<file path="src/rtl/vfa_pkg.sv">
package vfa_pkg;

    localparam int unsigned ADDR_W    = 22;
    localparam int unsigned OFS_W     = 8;
    localparam int unsigned SCROLL_W  = 4;
    localparam int unsigned WIDE_FETCH   = 4;  // words per data fetch, 4-plane
    localparam int unsigned NARROW_FETCH = 1;  // words per data fetch, 1-plane

    typedef logic [ADDR_W-1:0]   addr_t;
    typedef logic [OFS_W-1:0]    ofs_t;
    typedef logic [SCROLL_W-1:0] scroll_t;

    localparam logic [2:0] SEL_CTR_LO  = 3'd0;
    localparam logic [2:0] SEL_CTR_MID = 3'd1;
    localparam logic [2:0] SEL_CTR_HI  = 3'd2;
    localparam logic [2:0] SEL_BAS_LO  = 3'd3;
    localparam logic [2:0] SEL_BAS_MID = 3'd4;
    localparam logic [2:0] SEL_BAS_HI  = 3'd5;
    localparam logic [2:0] SEL_OFS     = 3'd6;
    localparam logic [2:0] SEL_SCROLL  = 3'd7;

    localparam addr_t WORD_MASK = ~addr_t'(1);

    typedef enum logic [2:0] {
        EV_HOLD,
        EV_FETCH,
        EV_LINE,
        EV_FRAME,
        EV_HOST
    } ev_e;

    typedef struct packed {
        logic [1:0] idx;
        logic [7:0] data;
    } byte_wr_t;

    function automatic addr_t put_byte(addr_t v, logic [1:0] idx, logic [7:0] d);
        addr_t mask;
        mask = addr_t'(8'hFF) << {idx, 3'b000};
        return ((v & ~mask) | (addr_t'(d) << {idx, 3'b000})) & WORD_MASK;
    endfunction

    function automatic logic [7:0] get_byte(addr_t v, logic [1:0] idx);
        addr_t t;
        t = v >> {idx, 3'b000};
        return t[7:0];
    endfunction

    function automatic addr_t line_jump(ofs_t ofs, logic scroll_nz, logic wide);
        addr_t words;
        words = addr_t'(ofs);
        if (scroll_nz)
            words = words + (wide ? addr_t'(WIDE_FETCH) : addr_t'(NARROW_FETCH));
        return words << 1;
    endfunction

endpackage

</file>
<file path="src/rtl/vfa_regs.sv">
module vfa_regs
    import vfa_pkg::*;
(
    input  logic       clk,
    input  logic       rst,
    input  logic       wr_en,
    input  logic [2:0] sel,
    input  logic [7:0] wdata,
    input  addr_t      ctr,
    output logic [7:0] rdata,
    output addr_t      base_o,
    output ofs_t       ofs_o,
    output scroll_t    scroll_o
);

    addr_t   base_r;
    ofs_t    ofs_r;
    scroll_t scroll_r;

    always_ff @(posedge clk) begin
        if (rst) begin
            base_r   <= '0;
            ofs_r    <= '0;
            scroll_r <= '0;
        end else if (wr_en) begin
            case (sel)
                SEL_BAS_LO:  base_r   <= put_byte(base_r, 2'd0, wdata);
                SEL_BAS_MID: base_r   <= put_byte(base_r, 2'd1, wdata);
                SEL_BAS_HI:  base_r   <= put_byte(base_r, 2'd2, wdata);
                SEL_OFS:     ofs_r    <= wdata[OFS_W-1:0];
                SEL_SCROLL:  scroll_r <= wdata[SCROLL_W-1:0];
                default:     ;
            endcase
        end
    end

    always_comb begin
        case (sel)
            SEL_CTR_LO:  rdata = get_byte(ctr, 2'd0);
            SEL_CTR_MID: rdata = get_byte(ctr, 2'd1);
            SEL_CTR_HI:  rdata = get_byte(ctr, 2'd2);
            SEL_BAS_LO:  rdata = get_byte(base_r, 2'd0);
            SEL_BAS_MID: rdata = get_byte(base_r, 2'd1);
            SEL_BAS_HI:  rdata = get_byte(base_r, 2'd2);
            SEL_OFS:     rdata = 8'(ofs_r);
            default:     rdata = 8'(scroll_r);
        endcase
    end

    assign base_o   = base_r;
    assign ofs_o    = ofs_r;
    assign scroll_o = scroll_r;

endmodule

</file>
<file path="src/rtl/vfa_step.sv">
module vfa_step
    import vfa_pkg::*;
(
    input  ev_e      ev,
    input  addr_t    cur,
    input  addr_t    base,
    input  byte_wr_t host,
    input  ofs_t     ofs,
    input  scroll_t  scroll,
    input  logic     wide,
    output addr_t    nxt
);

    always_comb begin
        unique case (ev)
            EV_HOST:  nxt = put_byte(cur, host.idx, host.data);
            EV_FRAME: nxt = base;
            EV_LINE:  nxt = cur + line_jump(ofs, scroll != '0, wide);
            EV_FETCH: nxt = cur + addr_t'(2);
            default:  nxt = cur;
        endcase
    end

endmodule

</file>
<file path="src/rtl/vfa_top.sv">
module vfa_top
    import vfa_pkg::*;
(
    input  logic              clk,
    input  logic              rst,
    input  logic              reg_wr,
    input  logic [2:0]        reg_sel,
    input  logic [7:0]        reg_wdata,
    output logic [7:0]        reg_rdata,
    input  logic              plane4,
    input  logic              active,
    input  logic              fetch_stb,
    input  logic              line_end,
    input  logic              frame_start,
    output logic [ADDR_W-1:0] fetch_addr
);

    addr_t    ctr_q;
    addr_t    ctr_d;
    addr_t    base_q;
    ofs_t     ofs_q;
    scroll_t  scroll_q;
    ev_e      ev;
    byte_wr_t host;
    logic     host_ctr;

    assign host_ctr = reg_wr && (reg_sel == SEL_CTR_LO || reg_sel == SEL_CTR_MID ||
                                 reg_sel == SEL_CTR_HI);

    always_comb begin
        host.idx  = reg_sel[1:0];
        host.data = reg_wdata;
    end

    // event priority: host counter write, frame reload, line jump, fetch step
    always_comb begin
        if (host_ctr)                 ev = EV_HOST;
        else if (frame_start)         ev = EV_FRAME;
        else if (line_end)            ev = EV_LINE;
        else if (fetch_stb && active) ev = EV_FETCH;
        else                          ev = EV_HOLD;
    end

    vfa_regs u_regs (
        .clk      (clk),
        .rst      (rst),
        .wr_en    (reg_wr),
        .sel      (reg_sel),
        .wdata    (reg_wdata),
        .ctr      (ctr_q),
        .rdata    (reg_rdata),
        .base_o   (base_q),
        .ofs_o    (ofs_q),
        .scroll_o (scroll_q)
    );

    vfa_step u_step (
        .ev     (ev),
        .cur    (ctr_q),
        .base   (base_q),
        .host   (host),
        .ofs    (ofs_q),
        .scroll (scroll_q),
        .wide   (plane4),
        .nxt    (ctr_d)
    );

    always_ff @(posedge clk) begin
        if (rst) ctr_q <= '0;
        else     ctr_q <= ctr_d;
    end

    assign fetch_addr = ctr_q;

endmodule

</file>
<file path="config.mk">
export PLATFORM = sky130hd
export DESIGN_NAME = vfa_top
export DESIGN_NICKNAME = d
export VERILOG_FILES = /design/src/rtl/vfa_pkg.sv /design/src/rtl/vfa_regs.sv /design/src/rtl/vfa_step.sv /design/src/rtl/vfa_top.sv
export SDC_FILE = /design/constraint.sdc
export NUM_CORES = 1
export LEC_CHECK = 0
export BUFFER_PORTS_ARGS = -buffer_cell sky130_fd_sc_hd__buf_2
export CORE_ASPECT_RATIO = 0.75
export CORE_MARGIN = 4
export CORE_UTILIZATION = 50
export CTS_CLUSTER_SIZE = 20
export DETAILED_ROUTE_END_ITERATION = 8
export GPL_TIMING_DRIVEN = 1
export PLACE_DENSITY = 0.71
export SETUP_SLACK_MARGIN = 0.15
export SLEW_MARGIN = 10
export SYNTH_ARGS = -nofsm -noshare
export SYNTH_HDL_FRONTEND = slang
export SYNTH_SLANG_ARGS = --single-unit
</file>
<file path="constraint.sdc">
create_clock -name clk -period 10.25 [get_ports clk]
set_input_delay 1.025 -clock clk [delete_from_list [all_inputs] [get_ports clk]]
set_output_delay 1.025 -clock clk [all_outputs]
set_load 0.05 [all_outputs]
</file>
==> results of run 1 <==
[flip-flops by register name (all words and copies together), names as in the netlist]
register / flops
fetch_addr: 21
u_regs.base_o: 21
u_regs.ofs_o: 8
u_regs.scroll_o: 4
[layout make-up]
cell class                 count  area [µm²]
tap                          101       126.4
inverter                       4       15.01
clock inverter                 3       43.79
fill                         749        3188
sequential                    54        1081
timing repair buffer          51       265.3
clock buffer                   5       68.82
multi-input combinational    413        2576
[cell families after synthesis]
group	Yosys count	share of synthesized area (%)
xor gates and xnor gates	11	2.534
AOI/OAI and AO/OA	151	26.37
buffers and inverters	35	3.785
DFF	54	28.44
muxes	37	10.47
and+or+nand+nor	200	23.83
adders and majority gates	13	4.477
other	1	0.09865
[through the flow]
stage,std cells,hold WS (ps)
after floorplan,502,445.8
after global placement,623,478.9
after detailed placement,623,482.9
after CTS,631,500.2
after global routing,631,524.8
final,631,501.1
[routing by layer]
layer  GRT usage (%)  up-vias  routed length (µm)
li1                -     1895                   -
met2           41.22      269                5376
met1           43.03     1898                5765
met4           8.372        0                 366
met3           8.430       37                1691
met5               0        -                   0
[power by group through the flow]
stage                     sequential (W)  combinational (W)  clock (W)
final                           0.000228           0.000108   0.000150
after global routing            0.000229           0.000116   0.000161
after CTS                       0.000228           0.000106   0.000152
after detailed placement        0.000233           0.000106          0
after global placement          0.000233           0.000104          0
after floorplan                 0.000241          0.0000660          0
[cell usage in the layout (no fill, tap or decap), drive strengths merged, types with 5 or more instances in the layout]
cell type	synthesis	routed
o22ai	6	6
and3	8	8
a21oi	45	45
clkbuf	19	5
nor2	59	59
xor2	5	5
mux2i	33	33
buf	12	51
nand2	78	78
o21a	5	5
inv	4	5
nor3	8	8
a221oi	6	6
xnor2	6	6
a31oi	6	6
nor2b	10	10
ha	12	12
nand3	15	15
o21ai	27	27
dfxtp	54	54
a211oi	13	13
or3	5	5
[worst max-delay path: cells and delay by family]
family | cells | cell delay [ps]
AO/OA/AOI/OAI | 4 | 1180
adder cells (fa/ha/maj) | 1 | 480
buffers and inverters | 2 | 650
multiplexers | 1 | 200
AND/OR/NAND/NOR | 5 | 1310
[worst min path at each step]
stage                                   to  cells past startpoint  slack [ps]
after floorplan           u_regs.base_o[2]                      2         450
after global placement    u_regs.base_o[2]                      2         480
after detailed placement  u_regs.base_o[2]                      2         480
after CTS                 u_regs.base_o[2]                      2         500
after global routing      u_regs.base_o[7]                      2         520
final                     u_regs.base_o[2]                      2         500
==> flow_summary.ini, run 1 <==
[global_routing]
grt.overflow.total = 0
antenna_found_initial = 0
grtUsageTotal_pct = 29.30
first_pass_grt_wire_length_mm = 20.82
grt_max_degree = 48
vias_in_the_first_global_route = 3744

[cts]
cts_max_path_buffers = 2
worst_skew_pair.late_latency_ps = 320
cts-resized-gates = 0
hold_buffers = 0
cts_root_buf = sky130_fd_sc_hd__clkbuf_8
cts_buffers = 5
cts_tree = built
clk_transition_reported_paths_ps = 110
post-cts-setup-buffers = 0
clock_sink_count = 54
cts-htree-levels = 2

[yosys]
ys_seq_area_share_pct = 28.44
synth.top_cell.area_share_pct = 28.44
synth-seq-cells = 54
post_synth.cell_area_avg_um2 = 7.572
synthesis.nets = 534
synth_top_cells_by_count = sky130_fd_sc_hd__nand2_1 (78), sky130_fd_sc_hd__nor2_1 (58), sky130_fd_sc_hd__dfxtp_1 (54), sky130_fd_sc_hd__a21oi_1 (45), sky130_fd_sc_hd__mux2i_1 (33)
synth-async-reset-ratio_pct = 0
synth.top_cells.by_area = sky130_fd_sc_hd__dfxtp_1 (28%), sky130_fd_sc_hd__mux2i_1 (8.7%), sky130_fd_sc_hd__nand2_1 (7.7%)
yosysMostFrequentCell = sky130_fd_sc_hd__nand2_1
synthCells = 502
synth.lib_cells_used.distinct = 64
synth_warnings = 0
ys_dominant_reg_cell = sky130_fd_sc_hd__dfxtp_1
synth_edf_count = 0
synth_area_um2 = 3801
synthDominantAreaCellType = sky130_fd_sc_hd__dfxtp_1

[route]
finalWirelength_mm = 13.20
remaining_drc_errors = 0
drtPass1Iterations = 5
antenna_violating_nets_left = 0
drt_iter0_drc = 515
routed-via-count = 4099
post_drt_via_cell_ratio = 6.496
routed_wire_length_per_instance_um = 20.92

[timing]
setup_viol_count_final = 0
slew-limit-headroom_pct = 24.23
transition_time_at_the_pin_with_the_least_slew_margin_ps = 1134
min_tclk_post_route_ps = 4702
clock-skew-final_ps = 10.34
final_cycle_utilization_of_the_critical_path_pct = 45.87
rsz0062_at_grt = no
drv_slew = 0
finalHoldViolations = 0
post-route-worst-setup-slack_ps = 5548
maxClockFrequency_mhz = 212.7
setup-tns-final_ps = 0

[floorplan]
count_of_pins_on_the_block_boundary = 49
core_area_um2 = 7365
floorplan.die_area_um2 = 9076
die_h_um = 83.51
initial_utilization_pct = 51.61
number_of_cell_rows = 27
die_width_um = 108.7

[cells_and_area]
finalNetCount = 561
antenna_cells_inserted = 0
final_area_um2 = 4177
flow.area_growth_from_synthesis_pct = 9.875
post-route-util_pct = 56.71
drive_gt1_share_pct = 13.96

[hold_path]
min_from = u_regs.base_o[2]
hp-class = flip-flop to flip-flop

[critical_path]
rr_startpoint = u_regs.scroll_o[0]
max_stage_delay_ps = 650
req_time_crit_path_ps = 10430
worst_setup_path_start_kind = input port
r2r_end = fetch_addr[21]
r2r_slack_ps = 6740
crit_path_end = fetch_addr[21]
worstRegToRegCells = 12
timing.critical_path.arrival_ps = 4890
timing.setup.critical_path_class = input port to flip-flop
crit_chain = buf_2 -> and2_4 -> nor2_2 -> buf_4 -> nor4_2 -> nor2_1 -> fa_1 -> a21o_1 -> a31o_2 -> a2111oi_2 -> nor4b_1 -> mux2i_1 -> o32ai_1
crit_slowest_cell = sky130_fd_sc_hd__nor4_2
path_max_fanout = 31
setup.worst_path.start = reg_sel[1]
critical_path.endpoint_type = flip-flop

[power]
pleak_nw = 1.759
power.share.clock_pct = 30.9
seq_power_share_pct = 46.9
vdd.ir_drop.worst_mv = 0.06314
post-layout-total-power_w = 0.0004869
p_switching_w = 0.0001647
power_density_nw_per_um2 = 116.6
cellInternalPower_w = 0.0003222
netSwitchingFraction_pct = 33.83
combinationalPowerShare_pct = 22.2

[status]
status = completed

[placement]
worst_setup_slack_before_clock_tree_synthesis_ps = 5325
io_buffer_count = 47
dpl_cell_area_um2 = 4064
globalplace.congestion = 1.008
dp_hpwl_mm = 9.821

[run]
cap_viol_max_count = 0
Power figures use the tool's default switching activity.
==> run 2, diff against run 1 <==
==> constraint.sdc (replaced) <==
create_clock -name clk -period 4.4 [get_ports clk]
set_input_delay 0.44 -clock clk [delete_from_list [all_inputs] [get_ports clk]]
set_output_delay 0.44 -clock clk [all_outputs]
set_load 0.05 [all_outputs]
==> run 2 against run 1 <==
Core utilization increased by 0.83 points. Worst hold slack got worse by 90 ps. Register-to-register slack got worse by 5700 ps. Highest routed layer unchanged. Global-route usage decreased by 0.26 points. Critical endpoint unchanged. Cell area increased by 1.5%. Power increased by 140%. Via count increased by 0.98%.
==> flow_summary.ini, run 2 (synthesis results as in run 1) <==
[status]
status = completed

[timing]
clock-skew-final_ps = 17.79
min_tclk_post_route_ps = 3350
setup-tns-final_ps = 0
finalHoldViolations = 0
transition_time_at_the_pin_with_the_least_slew_margin_ps = 959.4
slew-limit-headroom_pct = 36.04
rsz0062_at_grt = no
setup_viol_count_final = 0
timing.hold.ws_ps = 410.8
drv_slew = 0
final_cycle_utilization_of_the_critical_path_pct = 76.13
maxClockFrequency_mhz = 298.5

[cts]
cts-resized-gates = 0
cts-htree-levels = 2
post-cts-setup-buffers = 0
cts_root_buf = sky130_fd_sc_hd__clkbuf_8
worst_skew_pair.late_latency_ps = 330
hold_buffers = 0
cts_buffers = 5
cts_max_path_buffers = 2
clock_sink_count = 54
clk_transition_reported_paths_ps = 120
cts_tree = built

[floorplan]
floorplan.die_area_um2 = 9076
count_of_pins_on_the_block_boundary = 49
die_width_um = 108.7
initial_utilization_pct = 51.61
die_h_um = 83.51
core_area_um2 = 7365
number_of_cell_rows = 27

[critical_path]
crit_chain = nor4_1 -> buf_4 -> nor2b_1 -> a211o_1 -> ha_1 -> fa_1 -> a21o_1 -> a31o_2 -> a2111oi_2 -> nor4b_1 -> mux2i_1 -> o32ai_1
req_time_crit_path_ps = 4570
timing.setup.critical_path_class = flip-flop to flip-flop
timing.critical_path.arrival_ps = 3520
crit_slowest_cell = sky130_fd_sc_hd__a2111oi_2
r2r_slack_ps = 1050
critical-path-top-delay-family = compound AO/OA/AOI/OAI gates
path_max_fanout = 7
cp.buffers_inverters = 1
worst_setup_path_start_kind = flip-flop
max_stage_delay_ps = 520
critical_path.endpoint_type = flip-flop

[cells_and_area]
finalNetCount = 568
area.sequential_um2 = 1081
layout.cells.most_common = sky130_fd_sc_hd__nand2_1
layout.filler_cells = 736
antenna_cells_inserted = 0
multi_input_area_um2 = 2576
drive_gt1_share_pct = 15.08
layout.cells.most_common_list = sky130_fd_sc_hd__nand2_1 (78), sky130_fd_sc_hd__nor2_1 (58), sky130_fd_sc_hd__dfxtp_1 (54)
flow.area_growth_from_synthesis_pct = 11.49

[route]
finalWirelength_mm = 13.17
routed_wire_length_per_instance_um = 20.64
antenna_violating_nets_left = 0
post_drt_via_cell_ratio = 6.487
routed-via-count = 4139
drt_iter0_drc = 483
remaining_drc_errors = 0
drtPass1Iterations = 6

[power]
vdd.ir_drop.worst_mv = 0.2078
power_density_nw_per_um2 = 273.9
pleak_nw = 1.797

[placement]
globalplace.congestion = 0.9800
io_buffer_count = 47
dp_hpwl_mm = 9.712

[global_routing]
grt_max_degree = 48
grt.overflow.total = 0
vias_in_the_first_global_route = 3674
grtUsageTotal_pct = 29.04
antenna_found_initial = 0
first_pass_grt_wire_length_mm = 20.59

[hold_path]
hp-class = input port to flip-flop

[run]
cap_viol_max_count = 0
==> run 2: cell type report <==
cell class / instances / area share (%)
clock buffers: 6 / 1.949
clock inverters: 2 / 0.9153
inverters: 4 / 0.3543
multi-input cells: 413 / 60.79
flip-flops and latches: 54 / 25.51
well taps: 101 / 2.982
repair buffers: 58 / 7.499
==> run 2: per-layer routing <==
| layer | track usage (%) | up-vias | routed length, µm |
|---|---|---|---|
| met4 | 5.390 | 0 | 223 |
| met1 | 44.21 | 1923 | 5692 |
| met2 | 41.67 | 286 | 5556 |
| met3 | 6.651 | 23 | 1698 |
| met5 | 0 | - | 0 |
| li1 | - | 1907 | - |
==> run 2: report_power, final <==
group / internal [W] / total, W / leakage [nW] / switching [W]
combinational: 0.0000791 / 0.000259 / 1.30 / 0.000179
sequential: 0.000504 / 0.000532 / 0.438 / 0.0000280
clock: 0.000188 / 0.000370 / 0.0618 / 0.000182
==> run 2: metrics by stage <==
step	instance area [µm²]	setup slack, ps	instances	utilization, %	power (W)
5_1_grt	4238	825.8	638	57.54	0.001205
3_3_place_gp	4116	884.5	630	55.90	0.0007892
2_1_floorplan	3801	1047	502	-	0.0007145
6_report	4238	1050	638	57.54	0.001161
4_1_cts	4238	1097	638	57.54	0.001153
3_5_place_dp	4116	836.7	630	55.90	0.0007931
==> run 2: worst min-delay path: stages <==
cell                      delay (ps)
sky130_fd_sc_hd__buf_2           150
sky130_fd_sc_hd__nand2_1          60
sky130_fd_sc_hd__a21oi_1          50
==> run 2: worst paths after layout <==
check / startpoint / to / cells after the start
setup / recovery: u_regs.scroll_o[0] / fetch_addr[21] / 12
hold / removal: reg_wdata[0] / u_regs.ofs_o[0] / 3
setup reg to reg: u_regs.scroll_o[0] / fetch_addr[21] / 12
hold reg to reg: u_regs.base_o[4] / u_regs.base_o[4] / 2
